==> src/rtl/hsb_pkg.sv <==
package hsb_pkg;

    typedef enum logic [2:0] {
        CLS_NOP    = 3'd0,
        CLS_ALU    = 3'd1,
        CLS_LOAD   = 3'd2,
        CLS_STORE  = 3'd3,
        CLS_FADD   = 3'd4,
        CLS_FMUL   = 3'd5,
        CLS_FDIV   = 3'd6,
        CLS_BRANCH = 3'd7
    } iclass_e;

    localparam int NUM_UNITS = 7;
    localparam int U_MEM0 = 0;
    localparam int U_MEM1 = 1;
    localparam int U_ALU  = 2;
    localparam int U_FADD = 3;
    localparam int U_FMUL = 4;
    localparam int U_FDIV = 5;
    localparam int U_BR   = 6;

    typedef struct packed {
        logic                 ok;
        logic [NUM_UNITS-1:0] claim;
        logic [1:0]           store_on;
    } pick_t;

    function automatic int single_unit(iclass_e c);
        case (c)
            CLS_ALU:  return U_ALU;
            CLS_FADD: return U_FADD;
            CLS_FMUL: return U_FMUL;
            CLS_FDIV: return U_FDIV;
            default:  return U_BR;
        endcase
    endfunction

endpackage

==> src/rtl/hsb_unit_timer.sv <==
module hsb_unit_timer #(
    parameter int MAX_HOLD = 51,
    localparam int LW = $clog2(MAX_HOLD + 1)
) (
    input  logic          clk,
    input  logic          rst,
    input  logic          claim,
    input  logic [LW-1:0] claim_len,
    output logic          busy
);

    typedef struct packed {
        logic [LW-1:0] left;
    } tmr_t;

    tmr_t tmr_d, tmr_q;

    always_comb begin
        tmr_d = tmr_q;
        if (claim) begin
            tmr_d.left = claim_len - LW'(1);
        end else if (tmr_q.left != '0) begin
            tmr_d.left = tmr_q.left - LW'(1);
        end
    end

    always_ff @(posedge clk) begin
        if (rst) tmr_q <= '0;
        else     tmr_q <= tmr_d;
    end

    assign busy = (tmr_q.left != '0);


    claim_idle_chk: assert property (@(posedge clk) disable iff (rst)
        claim |-> !busy);


    reset_clear_chk: assert property (@(posedge clk)
        rst |=> !busy);

endmodule

==> src/rtl/hsb_arbiter.sv <==
module hsb_arbiter
    import hsb_pkg::*;
(
    input  logic                 v0,
    input  iclass_e              c0,
    input  logic                 v1,
    input  iclass_e              c1,
    input  logic [NUM_UNITS-1:0] busy,
    output logic                 g0,
    output logic                 g1,
    output logic [NUM_UNITS-1:0] claim,
    output logic [1:0]           store_on
);

    function automatic pick_t pick(iclass_e c, logic [NUM_UNITS-1:0] b);
        pick_t r;
        int    u;
        r = '0;
        case (c)
            CLS_NOP: r.ok = 1'b1;
            CLS_LOAD, CLS_STORE: begin
                if (!b[U_MEM0]) begin
                    r.ok = 1'b1;
                    r.claim[U_MEM0] = 1'b1;
                    r.store_on[0] = (c == CLS_STORE);
                end else if (!b[U_MEM1]) begin
                    r.ok = 1'b1;
                    r.claim[U_MEM1] = 1'b1;
                    r.store_on[1] = (c == CLS_STORE);
                end
            end
            default: begin
                u = single_unit(c);
                r.ok = !b[u];
                r.claim[u] = r.ok;
            end
        endcase
        return r;
    endfunction

    pick_t p0, p1;

    always_comb begin
        p0 = pick(c0, busy);
        g0 = v0 && p0.ok;
        p1 = pick(c1, busy | (g0 ? p0.claim : '0));
        g1 = g0 && v1 && p1.ok;
        claim    = (g0 ? p0.claim : '0) | (g1 ? p1.claim : '0);
        store_on = (g0 ? p0.store_on : 2'b00) | (g1 ? p1.store_on : 2'b00);
    end

endmodule

==> src/rtl/issue_hazard_sb.sv <==
module issue_hazard_sb
    import hsb_pkg::*;
#(
    parameter int LOAD_HOLD  = 1,
    parameter int STORE_HOLD = 3,
    parameter int FMUL_HOLD  = 2,
    parameter int FDIV_HOLD  = 51,
    localparam int CW = $clog2(FDIV_HOLD + 1)
) (
    input  logic       clk,
    input  logic       rst,
    input  logic       slot0_valid,
    input  logic [2:0] slot0_class,
    input  logic       slot1_valid,
    input  logic [2:0] slot1_class,
    output logic       grant0,
    output logic       grant1,
    output logic [1:0] issue_count,
    output logic [6:0] unit_busy
);

    iclass_e              cls0, cls1;
    logic [NUM_UNITS-1:0] busy_q;
    logic [NUM_UNITS-1:0] claim_d;
    logic [1:0]           store_on_d;
    logic [CW-1:0]        len_d [NUM_UNITS];

    assign cls0 = iclass_e'(slot0_class);
    assign cls1 = iclass_e'(slot1_class);

    hsb_arbiter u_arb (
        .v0       (slot0_valid),
        .c0       (cls0),
        .v1       (slot1_valid),
        .c1       (cls1),
        .busy     (busy_q),
        .g0       (grant0),
        .g1       (grant1),
        .claim    (claim_d),
        .store_on (store_on_d)
    );

    always_comb begin
        len_d[U_MEM0] = store_on_d[0] ? CW'(STORE_HOLD) : CW'(LOAD_HOLD);
        len_d[U_MEM1] = store_on_d[1] ? CW'(STORE_HOLD) : CW'(LOAD_HOLD);
        len_d[U_ALU]  = CW'(1);
        len_d[U_FADD] = CW'(1);
        len_d[U_FMUL] = CW'(FMUL_HOLD);
        len_d[U_FDIV] = CW'(FDIV_HOLD);
        len_d[U_BR]   = CW'(1);
    end

    for (genvar i = 0; i < NUM_UNITS; i++) begin : g_unit
        hsb_unit_timer #(.MAX_HOLD(FDIV_HOLD)) u_tmr (
            .clk       (clk),
            .rst       (rst),
            .claim     (claim_d[i]),
            .claim_len (len_d[i]),
            .busy      (busy_q[i])
        );
    end

    assign issue_count = {1'b0, grant0} + {1'b0, grant1};
    assign unit_busy   = busy_q;


    in_order_chk: assert property (@(posedge clk) disable iff (rst)
        grant1 |-> (grant0 && slot1_valid));


    nop_issue_chk: assert property (@(posedge clk) disable iff (rst)
        (slot0_valid && cls0 == CLS_NOP) |-> grant0);


    div_lock_chk: assert property (@(posedge clk) disable iff (rst)
        unit_busy[U_FDIV] |-> !(grant0 && cls0 == CLS_FDIV));


    store_hold_chk: assert property (@(posedge clk) disable iff (rst)
        (grant0 && cls0 == CLS_STORE) |=> (unit_busy[U_MEM0] || unit_busy[U_MEM1]));

endmodule

==> config.mk <==
export PLATFORM = sky130hd
export DESIGN_NAME = issue_hazard_sb
export DESIGN_NICKNAME = d
export VERILOG_FILES = /design/src/rtl/hsb_pkg.sv /design/src/rtl/hsb_unit_timer.sv /design/src/rtl/hsb_arbiter.sv /design/src/rtl/issue_hazard_sb.sv
export SDC_FILE = /design/constraint.sdc
export NUM_CORES = 1
export LEC_CHECK = 0
export BUFFER_PORTS_ARGS = -buffer_cell sky130_fd_sc_hd__buf_2
export CAP_MARGIN = 20
export CORE_MARGIN = 5
export CORE_UTILIZATION = 25
export DETAILED_ROUTE_END_ITERATION = 7
export PLACE_DENSITY = 0.44
export SLEW_MARGIN = 20
export SYNTH_ARGS = -nofsm -noshare
export SYNTH_HDL_FRONTEND = slang
export SYNTH_SLANG_ARGS = --single-unit
==> constraint.sdc <==
create_clock -name clk -period 2.85 [get_ports clk]
set_input_delay 0.285 -clock clk [delete_from_list [all_inputs] [get_ports clk]]
set_output_delay 0.285 -clock clk [all_outputs]
set_load 0.01 [all_outputs]
# After elaboration in Yosys (flattened, before gate mapping)
# Index checks and enable logic that the tools add are counted.
# word_totals
input_bits,10
register_bits,42
out_inout_bits,11
elab_cells,119
# classes
bitwise,5
order_cmp,4
n_reduce_logical,29
n_addsub,10
n_mux,50
eq_ne,12
# op_table
op,n
$ge A32 B1 Y1 const B,2
$lt A32 B5 Y1 const B,2
$mux W32,2
$reduce_bool A6 Y1,7
$sub A6 B1 Y6 const B,7
$mux W6,6
$pmux W3 S4,2
$mux W1,22
$eq A3 B3 Y1 const B,6
$and A7 B7 Y7,2
$mux W7,2
$or A7 B7 Y7,2
$reduce_or A2 Y1,7
$eq A3 B2 Y1 const B,4
$mux W2,6
$mux W5,2
$pmux W2 S2,2
$reduce_bool A2 Y1,4
$bmux W1 S3,2
$demux W1 S3,2
$eq A3 B1 Y1 const B,2
$logic_not A3 Y1,2
$reduce_or A3 Y1,2
$sub A2 B1 Y3 const B,2
5 further kinds,11

# Logic depth before layout (Yosys ltp)
# Gate-level depths: netlist of run 1.
# logic_depth
depth_word,22
ltp_mapped,11
mapped_depth_nobuf,10

# Modules after synthesis
# From an unflattened synthesis of run 1, not the netlist that was laid out.
# hier_totals
cells_unflattened,376
hier_area_um2,3311.9
# modules_own_cells
module,n_inst,area_each_um2,seq_area_each_um2,cells_each
hsb_unit_timer,7,401.6,120.1,43
hsb_arbiter,1,480.5,0.0,72
issue_hazard_sb,1,20.0,0.0,3

# Worst setup path before layout of run 1
# Ideal clock, no wire load.
# synth_timing
kind,reg2out
from,register g_unit[2].u_tmr.tmr_q[0] (netlist bit)
to,output issue_count[0]
n_path_buf,0
t_required_ns,2.565
stages_incl_launch_ff,10
path_slack_ns,0.058
arrival_time_ns,2.507
path_cell_list,dfxtp_1 inv_1 ha_1 nor3b_1 nand2_1 a2111o_1 a211oi_1 o22ai_2 o21a_1 ha_1
# synth_between
elab_chain_cells,16
word_cells_on_any_way,22
cone_classes,1 x add/sub; 13 x mux; 2 x bitwise; 6 x reduce/logical
# synth_lines
item,line,rtl
"start, declared",hsb_unit_timer.sv:16,"tmr_t tmr_d, tmr_q;"
"start signal, assigned",hsb_unit_timer.sv:29,else tmr_q <= tmr_d;
$reduce_bool A6 Y1 (*),hsb_unit_timer.sv:32,assign busy = (tmr_q.left != '0);
via g_unit[2].u_tmr.busy,hsb_unit_timer.sv:9,output logic busy
$bmux W1 S3,hsb_arbiter.sv:34,r.ok = !b[u];
$mux W1 (not written as such) (2 in a row),hsb_arbiter.sv:34,
$logic_not A1 Y1,hsb_arbiter.sv:34,
$and A7 B7 Y7 (no source line) or $pmux W1 S2 (tied branches),--,
$pmux W2 S2 (tied with other cells),hsb_arbiter.sv:19,case (c)
$mux W7,hsb_arbiter.sv:46,"p1 = pick(c1, busy | (g0 ? p0.claim : '0));"
$or A7 B7 Y7,hsb_arbiter.sv:46,
$bmux W1 S3,hsb_arbiter.sv:34,
$mux W1 (not written as such) (2 in a row),hsb_arbiter.sv:34,
$logic_not A1 Y1,hsb_arbiter.sv:34,
$pmux W1 S2,hsb_arbiter.sv:19,
$logic_and A1 B1 Y1 (*),hsb_arbiter.sv:47,g1 = g0 && v1 && p1.ok;
via grant1,issue_hazard_sb.sv:17,"output logic grant1,"
$add A1 B1 Y2 (*),issue_hazard_sb.sv:63,"assign issue_count = {1'b0, grant0} + {1'b0, grant1};"
"end, declared",issue_hazard_sb.sv:18,"output logic [1:0] issue_count,"
# The timed path passes the listed nets; every way through them passes the cells marked *. The select of a mux whose other input is x is not followed.

# Final worst setup path of run 1
# layout_timing
from,register g_unit[0].u_tmr.tmr_q[3] (netlist bit)
to,output issue_count[0]
# layout_between
elab_chain_cells,16
word_cells_on_any_way,25
cone_classes,1 x add/sub; 16 x mux; 2 x bitwise; 6 x reduce/logical
# layout_lines
item,line
"start, declared",hsb_unit_timer.sv:16
"start signal, assigned",hsb_unit_timer.sv:29
$reduce_bool A6 Y1 (*),hsb_unit_timer.sv:32
$bmux W1 S3,hsb_arbiter.sv:34
$mux W1 (not written as such) (2 in a row),hsb_arbiter.sv:34
$logic_not A1 Y1,hsb_arbiter.sv:34
$and A7 B7 Y7 (no source line) or $pmux W1 S2 (tied branches),--
$pmux W2 S2 (tied with other cells),hsb_arbiter.sv:19
$mux W7,hsb_arbiter.sv:46
$or A7 B7 Y7,hsb_arbiter.sv:46
$bmux W1 S3,hsb_arbiter.sv:34
$mux W1 (not written as such) (2 in a row),hsb_arbiter.sv:34
$logic_not A1 Y1,hsb_arbiter.sv:34
$pmux W1 S2,hsb_arbiter.sv:19
$logic_and A1 B1 Y1,hsb_arbiter.sv:47
$add A1 B1 Y2 (*),issue_hazard_sb.sv:63
# Every way passes the cells marked *; elsewhere a longest branch is shown, timed or not. The select of a mux whose other input is x is not followed.

==> results of run 1 <==
power groups by stage:
stage	Sequential [W]	Clock (W)	Combinational, W
after CTS	0.00104	0.000427	0.00242
after global placement	0.00105	0	0.00236
after floorplan	0.00102	0	0.00182
after global routing	0.00108	0.000449	0.00273
after detailed placement	0.00105	0	0.00236
final	0.00104	0.000402	0.00240
Yosys cell counts (3+ instances only):
cell and instances:
a21oi_1 18, and3_1 3, or3_1 7, nand2_1 20, dfxtp_1 42, xor2_1 4
and2_1 3, nand2b_1 8, nor3_1 27, inv_1 23, a211oi_1 5, ha_1 14
nand3b_1 5, clkbuf_1 10, xnor2_1 16, nor2_1 29, nand4_1 4, o21ai_0 7
o311a_1 4, nand3_1 5, nor2b_1 11, nor3b_1 3, a31oi_1 6, buf_4 7
cell families after synthesis:
family,Yosys count
AO/OA/AOI/OAI,69
XOR/XNOR,20
adder cells (fa/ha/maj),15
buffers and inverters,43
flip-flops,42
AND/OR/NAND/NOR,136
per-layer routing:
layer | vias up | GRT usage [%] | wire length [um] | share of wire, %
met1 | 1072 | 13.7 | 3230 | 50
met3 | 9 | 2.03 | 165 | 2.5
met2 | 25 | 17.2 | 2980 | 46
li1 | 1204 | - | - | -
met4 | 0 | 3.61 | 118 | 1.8
met5 | - | 0 | 0 | 0
worst max-delay path: stages (launching register included):
cell and delay, ns:
dfxtp_2 0.33, or3_4 0.40, o221a_4 0.28, a2111o_1 0.42, buf_6 0.16, a211oi_2 0.16, o22ai_2 0.11, o21a_1 0.21
ha_1 0.26, buf_2 0.14
worst max path at each step:
| stage | startpoint | endpoint | slack, ns | cells past startpoint |
|---|---|---|---|---|
| 5_1_grt | g_unit[0].u_tmr.tmr_q[3]$_SDFFE_PP0P_ | issue_count[0] | -0.32 | 9 |
| 4_1_cts | g_unit[0].u_tmr.tmr_q[3]$_SDFFE_PP0P_ | issue_count[0] | -0.17 | 8 |
| 2_1_floorplan | g_unit[2].u_tmr.tmr_q[0]$_SDFFE_PP0P_ | issue_count[0] | 0.06 | 9 |
| 6_report | g_unit[0].u_tmr.tmr_q[3]$_SDFFE_PP0P_ | issue_count[0] | -0.20 | 9 |
| 3_5_place_dp | g_unit[0].u_tmr.tmr_q[3]$_SDFFE_PP0P_ | issue_count[0] | 0.02 | 8 |
| 3_3_place_gp | g_unit[0].u_tmr.tmr_q[3]$_SDFFE_PP0P_ | issue_count[0] | 0.07 | 8 |
area by class of cell:
cell class                 instances  area (um^2)
timing repair buffer              42          269
sequential                        42          842
clock buffer                       7         86.3
clock inverter                     1         5.00
multi-input combinational        240         1660
inverter                          25         93.8
fill                            1127         7200
tap                              136          170
what timing repair did:
| item | CTS | global route |
|---|---|---|
| setup endpoints to repair | 3 | 4 |
| gates resized for setup | 9 | 3 |
| gates cloned | 0 | 0 |
| pin swaps | 9 | 2 |
| setup buffers | 3 | 0 |
through the flow:
| step | instance area, um^2 | std cells | utilization (%) | TNS, ns | setup slack [ns] |
|---|---|---|---|---|---|
| after CTS | 3120 | 493 | 30.2 | -0.248 | -0.171 |
| after global placement | 2960 | 482 | 28.7 | 0 | 0.0709 |
| after detailed placement | 2960 | 482 | 28.7 | 0 | 0.0214 |
| final | 3130 | 493 | 30.3 | -0.312 | -0.203 |
| after global routing | 3130 | 493 | 30.3 | -0.614 | -0.325 |
| after floorplan | 2650 | 325 | - | 0 | 0.0583 |
==> metrics.log, run 1 <==
[metrics] Worst Path Arrival: approximately 2.8 ns
[metrics] number of antenna violations at the first check in global routing: 0
[metrics] Largest Register: g_unit.u_tmr.tmr_q
[metrics] type of the worst setup path: flop to output pin
[metrics] hold path endpoint: g_unit[4].u_tmr.tmr_q[0]$_SDFFE_PP0P_
[metrics] startpoint of the tightest hold check path: slot1_class[2]
[metrics] Yosys top cell by area: dfxtp_1
[metrics] cell area after synthesis: approximately 2600 um^2
[metrics] warnings from Yosys: 0
[metrics] global-route wire length before repair: 10.9 mm
[metrics] Crit Path Max Fanout: 4
[metrics] Post-Synth Simple-Gate Area: ~27%
[metrics] share of the clock period used by the worst path after layout: 107%
[metrics] placer congestion estimate: about 0.74
[metrics] most frequent cells in the layout: dfxtp_1 (41), nor2_1 (29), nor3_1 (26)
[metrics] Post-CTS Hold Buffers: 0
[metrics] number of max-slew violations in the final report: 0
[metrics] sequential fraction of the synthesis area: between 30% and 40%
[metrics] worst hold slack: around 0.45 ns
[metrics] Clock Path Buffers: 2
[metrics] GR Overflow Total: 0
[metrics] Finish-stage setup viols: 2
[metrics] Peak VDD IR: approximately 0.35 mV
[metrics] total wire length after detailed routing: approximately 6.5 mm
[metrics] core footprint: 10300 um^2
[metrics] number of iterations in the first detailed-routing pass: 4
[metrics] post-synthesis sequential element count: 42
[metrics] Largest register FFs: 42
[metrics] number of global-route vias before repair: 2284
[metrics] kind of start point of the critical path: flop
[metrics] share of cells above drive strength 1: 20.4%
[metrics] Top FF cell, synth: dfxtp_1
[metrics] die width: between 100 and 150 um
[metrics] Worst Max-Slew Pin Slew: between 0.7 and 0.8 ns
[metrics] compound-cell area share of the yosys netlist: 20.3%
[metrics] setup repair after global routing missed its margin: true
[metrics] detailed-route wire length per cell: 13.2 um
[metrics] worst-case headroom to the max-slew limit: between 50% and 60%
[metrics] post-synth cell types: 60
[metrics] endpoint of the most critical register-to-register path: g_unit[4].u_tmr.tmr_q[1]$_SDFFE_PP0P_
[metrics] Avg Cell Area, Syn: approximately 8.1 um^2
[metrics] initial standard-cell utilization of the core: 25.6%
[metrics] clock latency on the worst-skew pair: roughly 0.3 ns
[metrics] count of vias placed by the detailed router: between 2000 and 2500
[metrics] area share of xor/xnor cells in the synthesized design: about 6.6%
[metrics] combinational share of power: approximately 62%
[metrics] cell-internal power: 0.00217 W
[metrics] max-capacitance violation count: 0
[metrics] synthesized-area fraction occupied by adder cells: under 10%
[metrics] clock tree from TritonCTS: done
[metrics] Inserted Clock Buffers: 5
[metrics] remaining number of nets flagged by the antenna check after routing: 0
[metrics] Tot Pwr: about 0.0038 W
[metrics] kind of capture point of the worst setup path: output pin
[metrics] biggest area contributors in the synthesized netlist: dfxtp_1 (32%), ha_1 (6.6%), xnor2_1 (5.3%), nor3_1 (5.1%), nor2_1 (4.1%)
[metrics] Ant. Diodes: 0
[metrics] count of final hold-check violations: 0
[metrics] half-perimeter wire length after placement: just under 5 mm
[metrics] power share of the sequential group: roughly 27%
[metrics] Synth async-reset ratio: 0%
[metrics] portion of netlist area occupied by mux cells: 0%
[metrics] number of cells produced by synthesis: 325
[metrics] failing checks: setup timing
[metrics] number of vias per cell after detailed routing: ~4.7
[metrics] all-layer global routing usage: 10.5%
[metrics] start of the worst register-to-register path: g_unit[0].u_tmr.tmr_q[3]$_SDFFE_PP0P_
[metrics] required arrival time at the worst endpoint: 2.57 ns
[metrics] areal power density over the cells: 1230 nW/um^2
[metrics] Sw Ratio: 43.6%
[metrics] cell depth of the worst flop-to-flop path: 8
[metrics] Synthesized Nets: 349
[metrics] hold depth: 3
[metrics] number of top-level design ports: 21
[metrics] post-CTS clock slew at the launch and capture registers of the worst setup and hold paths: approximately 0.08 ns
[metrics] register-to-register setup slack: approximately 0.4 ns
[metrics] count of input and output buffers: 20
[metrics] Final Skew: approximately 0.0073 ns
[metrics] Die Footprint: around 13000 um^2
[metrics] Static Leak: 1.25 nW
[metrics] portion of synthesized cell area occupied by the leading cell type: 31.8%
[metrics] Die Height: approximately 110 um
[metrics] largest family of logic cells by synthesized area: simple AND/OR/NAND/NOR gates
[metrics] clock tree root buffer cell: clkbuf_8
[metrics] Residual DRC: 0
[metrics] final setup margin: -0.203 ns
[metrics] area growth from synthesis to layout: 18.2%
[metrics] EDFF count, synth: 0
[metrics] top flop regs: g_unit.u_tmr.tmr_q (42)
[metrics] Detailed Route Iter0 Violations: 87
[metrics] most common cell after layout, fill and taps aside: dfxtp_1
[metrics] switching power summed over all nets: about 0.0017 W
[metrics] maximum level of the CTS H-tree: 2
[metrics] Std-Cell Rows: 37
[metrics] Final #Nets: between 300 and 400
[metrics] largest net degree at the start of global routing: 39
[metrics] relative contribution of the clock network to total power: between 10% and 20%
[metrics] clock sink total: 42
[metrics] Highest Clock Rate: between 300 and 400 MHz
[metrics] minimum period implied by the final worst setup slack: between 3 and 4 ns
[metrics] status: complete, but fails checks
[metrics] class of the most critical hold timing path: input port to flop
(Power assumes the default switching activity.)
==> run 2: changes to the inputs <==
--- a/config.mk
+++ b/config.mk
@@ -5,11 +5,13 @@
 export SDC_FILE = /design/constraint.sdc
 export NUM_CORES = 1
 export LEC_CHECK = 0
+export ABC_AREA = 1
 export BUFFER_PORTS_ARGS = -buffer_cell sky130_fd_sc_hd__buf_2
 export CAP_MARGIN = 20
 export CORE_MARGIN = 5
 export CORE_UTILIZATION = 25
 export DETAILED_ROUTE_END_ITERATION = 7
+export HOLD_SLACK_MARGIN = 0.02
 export PLACE_DENSITY = 0.44
 export SLEW_MARGIN = 20
 export SYNTH_ARGS = -nofsm -noshare
==> run 2 against run 1 <==
The flow now finishes without violations. Worst setup slack gained 0.43 ns. First-iteration DRC count grew 17%. Maximum frequency grew 16%. Synthesized cell count grew 19%. Global-route usage shrank 0.86 points. Critical endpoint unchanged. Highest routed layer unchanged.
==> metrics.log, run 2 <==
[metrics] class of the most critical hold timing path: input port to flop (unchanged)
[metrics] portion of synthesized cell area occupied by the leading cell type: 30.0% (was 31.8%)
[metrics] most frequent cells in the layout: nand2_1 (56), nor2_1 (49), inv_1 (44) (was dfxtp_1 (41), nor2_1 (29), nor3_1 (26))
[metrics] synthesized-area fraction occupied by adder cells: 6.26% (was 7.05%)
[metrics] Post-Synth Simple-Gate Area: 38.5% (was 27.1%)
[metrics] Highest Clock Rate: 382 MHz (was 328 MHz)
[metrics] cell area after synthesis: 2800 um^2 (was 2650 um^2)
[metrics] number of vias per cell after detailed routing: 4.34 (was 4.69)
[metrics] Sequential Area: 843 um^2 (was 842 um^2)
[metrics] most common cell after layout, fill and taps aside: nand2_1 (was dfxtp_1)
[metrics] Top FF cell, synth: dfxtp_1 (unchanged)
[metrics] max-capacitance violation count: 0 (unchanged)
[metrics] startpoint of the tightest hold check path: rst (was slot1_class[2])
[metrics] all-layer global routing usage: 9.60% (was 10.5%)
[metrics] compound-cell area share of the yosys netlist: 9.87% (was 20.3%)
[metrics] Avg Cell Area, Syn: 7.22 um^2 (was 8.14 um^2)
[metrics] worst setup path end: issue_count[0] (unchanged)
[metrics] Static Leak: 1.53 nW (was 1.25 nW)
[metrics] required arrival time at the worst endpoint: 2.57 ns (about the same)
[metrics] largest family of logic cells by synthesized area: simple AND/OR/NAND/NOR gates (unchanged)
[metrics] kind of start point of the critical path: flop (unchanged)
[metrics] count of vias placed by the detailed router: 2418 (was 2310)
[metrics] half-perimeter wire length after placement: 4.75 mm (was 4.88 mm)
[metrics] Ant. Diodes: 0 (unchanged)
[metrics] count of final hold-check violations: 0 (unchanged)
[metrics] peak-usage layer in the global routing report: met2 (unchanged)
[metrics] M1 GR Usage: 12.4% (was 13.7%)
[metrics] Std-Cell Rows: 38 (was 37)
[metrics] Largest Register: g_unit.u_tmr.tmr_q (unchanged)
[metrics] share of the clock period used by the worst path after layout: 91.9% (was 107%)
[metrics] initial standard-cell utilization of the core: 25.7% (was 25.6%)
[metrics] areal power density over the cells: 1220 nW/um^2 (was 1230 nW/um^2)
[metrics] clock latency on the worst-skew pair: 0.29 ns (was 0.30 ns)
[metrics] type of the worst setup path: flop to output pin (unchanged)
[metrics] cell depth of the worst flop-to-flop path: 15 (was 8)
[metrics] met3 layer usage reported by global route: 2.04% (was 2.03%)
[metrics] clock tree from TritonCTS: done (unchanged)
[metrics] Detailed Route Iter0 Violations: 102 (was 87)
[metrics] status: finished, final reports clean (was complete, but fails checks)
[metrics] Finished Core Util: 30.3% (about the same)
[metrics] sequential fraction of the synthesis area: 30.0% (was 31.8%)
[metrics] Worst Path Arrival: 2.34 ns (was 2.77 ns)
[metrics] register-to-register setup slack: 0.57 ns (was 0.40 ns)
[metrics] endpoint of the most critical register-to-register path: g_unit[3].u_tmr.tmr_q[4]$_SDFFE_PP0P_ (was g_unit[4].u_tmr.tmr_q[1]$_SDFFE_PP0P_)
[metrics] core footprint: 10900 um^2 (was 10300 um^2)
[metrics] final cell count without fillers: 557 (was 493)
[metrics] placed cell count: 542 (was 482)
[metrics] remaining number of nets flagged by the antenna check after routing: 0 (unchanged)
[metrics] Synthesized Nets: 412 (was 349)
[metrics] clock tree root buffer cell: clkbuf_8 (unchanged)
[metrics] maximum level of the CTS H-tree: 2 (unchanged)
[metrics] largest net degree at the start of global routing: 13 (was 39)
[metrics] filler cell count in the final layout: 1165 (was 1127)
[metrics] total wire length after detailed routing: 6.16 mm (was 6.50 mm)
[metrics] Die Footprint: 13400 um^2 (was 12700 um^2)
[metrics] detailed-route wire length per cell: 11.1 um (was 13.2 um)
[metrics] start point of the critical path: g_unit[2].u_tmr.tmr_q[1]$_SDFFE_PP0P_ (was g_unit[0].u_tmr.tmr_q[3]$_SDFFE_PP0P_)
[metrics] post-synthesis sequential element count: 42 (unchanged)
[metrics] global-route wire length before repair: 10.6 mm (was 10.9 mm)
[metrics] warnings from Yosys: 0 (unchanged)
[metrics] minimum period implied by the final worst setup slack: 2.62 ns (was 3.05 ns)
[metrics] Largest register FFs: 42 (unchanged)
[metrics] number of cells produced by synthesis: 388 (was 325)
[metrics] share of cells above drive strength 1: 30.2% (was 20.4%)
[metrics] Yosys top cell by area: dfxtp_1 (unchanged)
[metrics] EDFF count, synth: 0 (unchanged)
[metrics] GR Overflow Total: 0 (unchanged)
[metrics] Multi-input gate area: 1780 um^2 (was 1660 um^2)
[metrics] GRT met2 Usage: 15.9% (was 17.2%)
[metrics] die width: 116 um (was 113 um)
[metrics] post-CTS clock slew at the launch and capture registers of the worst setup and hold paths: 0.08 ns (about the same)
[metrics] start of the worst register-to-register path: g_unit[5].u_tmr.tmr_q[1]$_SDFFE_PP0P_ (was g_unit[0].u_tmr.tmr_q[3]$_SDFFE_PP0P_)
[metrics] Worst Max-Slew Pin Slew: 0.551 ns (was 0.747 ns)
[metrics] placer congestion estimate: 0.857 (was 0.744)
[metrics] kind of capture point of the worst setup path: output pin (unchanged)
[metrics] commonest cells in the synthesized netlist: nand2_1 (58), inv_1 (51), nor2_1 (51), dfxtp_1 (42), nand3_1 (20) (was dfxtp_1 (42), nor2_1 (29), nor3_1 (27), inv_1 (23), nand2_1 (20))
[metrics] portion of netlist area occupied by mux cells: 0% (unchanged)
[metrics] Crit Path Max Fanout: 3 (was 4)
[metrics] clock sink total: 42 (unchanged)
[metrics] number of iterations in the first detailed-routing pass: 4 (unchanged)
[metrics] Final Skew: 0.00689 ns (was 0.00734 ns)
[metrics] Synth async-reset ratio: 0% (unchanged)
[metrics] Peak VDD IR: 0.445 mV (was 0.354 mV)
[metrics] area growth from synthesis to layout: 17.8% (was 18.2%)
[metrics] Finish-stage setup viols: 0 (was 2)
[metrics] Clock Path Buffers: 2 (unchanged)
[metrics] number of max-slew violations in the final report: 0 (unchanged)
[metrics] number of global-route vias before repair: 2314 (was 2284)
[metrics] worst-case headroom to the max-slew limit: 63.2% (was 50.2%)
[metrics] Residual DRC: 0 (unchanged)
[metrics] setup repair after global routing missed its margin: false (was true)
[metrics] top flop regs: g_unit.u_tmr.tmr_q (42) (unchanged)
[metrics] most instantiated library cell after synthesis: nand2_1 (was dfxtp_1)
[metrics] Die Height: 116 um (was 113 um)
[metrics] area share of xor/xnor cells in the synthesized design: 4.69% (was 6.62%)
[metrics] number of top-level design ports: 21 (unchanged)
[metrics] post-synth cell types: 32 (was 60)
[metrics] number of antenna violations at the first check in global routing: 0 (unchanged)
[metrics] Inserted Clock Buffers: 5 (unchanged)
[metrics] Final #Nets: 441 (was 380)
[metrics] count of input and output buffers: 20 (unchanged)
[metrics] biggest area contributors in the synthesized netlist: dfxtp_1 (30%), nand2_1 (7.8%), inv_1 (6.8%), nor2_1 (6.8%), ha_1 (6.3%) (was dfxtp_1 (32%), ha_1 (6.6%), xnor2_1 (5.3%), nor3_1 (5.1%), nor2_1 (4.1%))
[metrics] aggregate negative setup slack: 0 ns (was -0.312 ns)
[metrics] Post-CTS Hold Buffers: 0 (unchanged)
run 2: worst min-delay path by stage:
stage                                       endpoint  depth (start not counted)  slack (ns)
5_1_grt        g_unit[1].u_tmr.tmr_q[2]$_SDFFE_PP0P_                          2        0.34
6_report       g_unit[1].u_tmr.tmr_q[0]$_SDFFE_PP0P_                          2        0.32
4_1_cts        g_unit[1].u_tmr.tmr_q[0]$_SDFFE_PP0P_                          2        0.32
3_5_place_dp   g_unit[3].u_tmr.tmr_q[0]$_SDFFE_PP0P_                          2        0.45
3_3_place_gp   g_unit[3].u_tmr.tmr_q[0]$_SDFFE_PP0P_                          2        0.45
2_1_floorplan  g_unit[3].u_tmr.tmr_q[0]$_SDFFE_PP0P_                          2        0.44
run 2: repair_timing:
| item | in CTS | in global routing |
|---|---|---|
| setup buffers | 0 | 8 |
| setup endpoints to repair | 1 | 2 |
| resized for setup | 1 | 31 |
| cloned | 0 | 0 |
| pin swaps | 0 | 12 |
run 2: metrics by stage:
step	worst slack (ns)	total power, W	area, um^2	hold slack, ns
global route	0.0368	0.00449	3300	0.336
floorplan	0.521	0.00298	2800	0.439
finish	0.229	0.00404	3300	0.322
global placement	0.278	0.00344	3040	0.447
detailed placement	0.313	0.00346	3040	0.455
CTS	0.0283	0.00388	3130	0.325
run 2: cell type report:
class,instances,share of cell area [%]
tap,140,5.31
clock buffer,5,2.09
sequential,42,25.6
timing repair buffer,33,5.99
inverter,60,6.90
clock inverter,2,0.303
multi-input combinational,275,53.8
run 2: critical path, cell delays in order, from the launching register on:
cell,delay [ns]
dfxtp_2,0.34
inv_2,0.08
ha_4,0.12
nand2_1,0.06
nor2_2,0.16
nand2_2,0.07
nand2_1,0.08
nand3_2,0.08
nand2_1,0.09
nand4_1,0.12
nand2_1,0.11
nand3_2,0.09
nand2_4,0.13
nand2_4,0.07
nand2_2,0.06
inv_2,0.05
ha_4,0.24
buf_2,0.11
run 2: cell families after synthesis:
group           Yosys count
flops                    42
compound gates           41
fa+ha+maj                14
buf+inv                  71
simple gates            205
xor+xnor                 15
run 2: per-layer routing:
layer,vias up,part of all wire (%)
met1,1082,50
met4,0,1.7
met2,30,45
met3,10,2.8
met5,-,0
li1,1296,-
run 2: report_power, final:
part	total, W	internal, W	switching [W]
Clock	0.000373	0.000165	0.000208
Combinational	0.00258	0.00108	0.00149
Sequential	0.00109	0.000875	0.000211
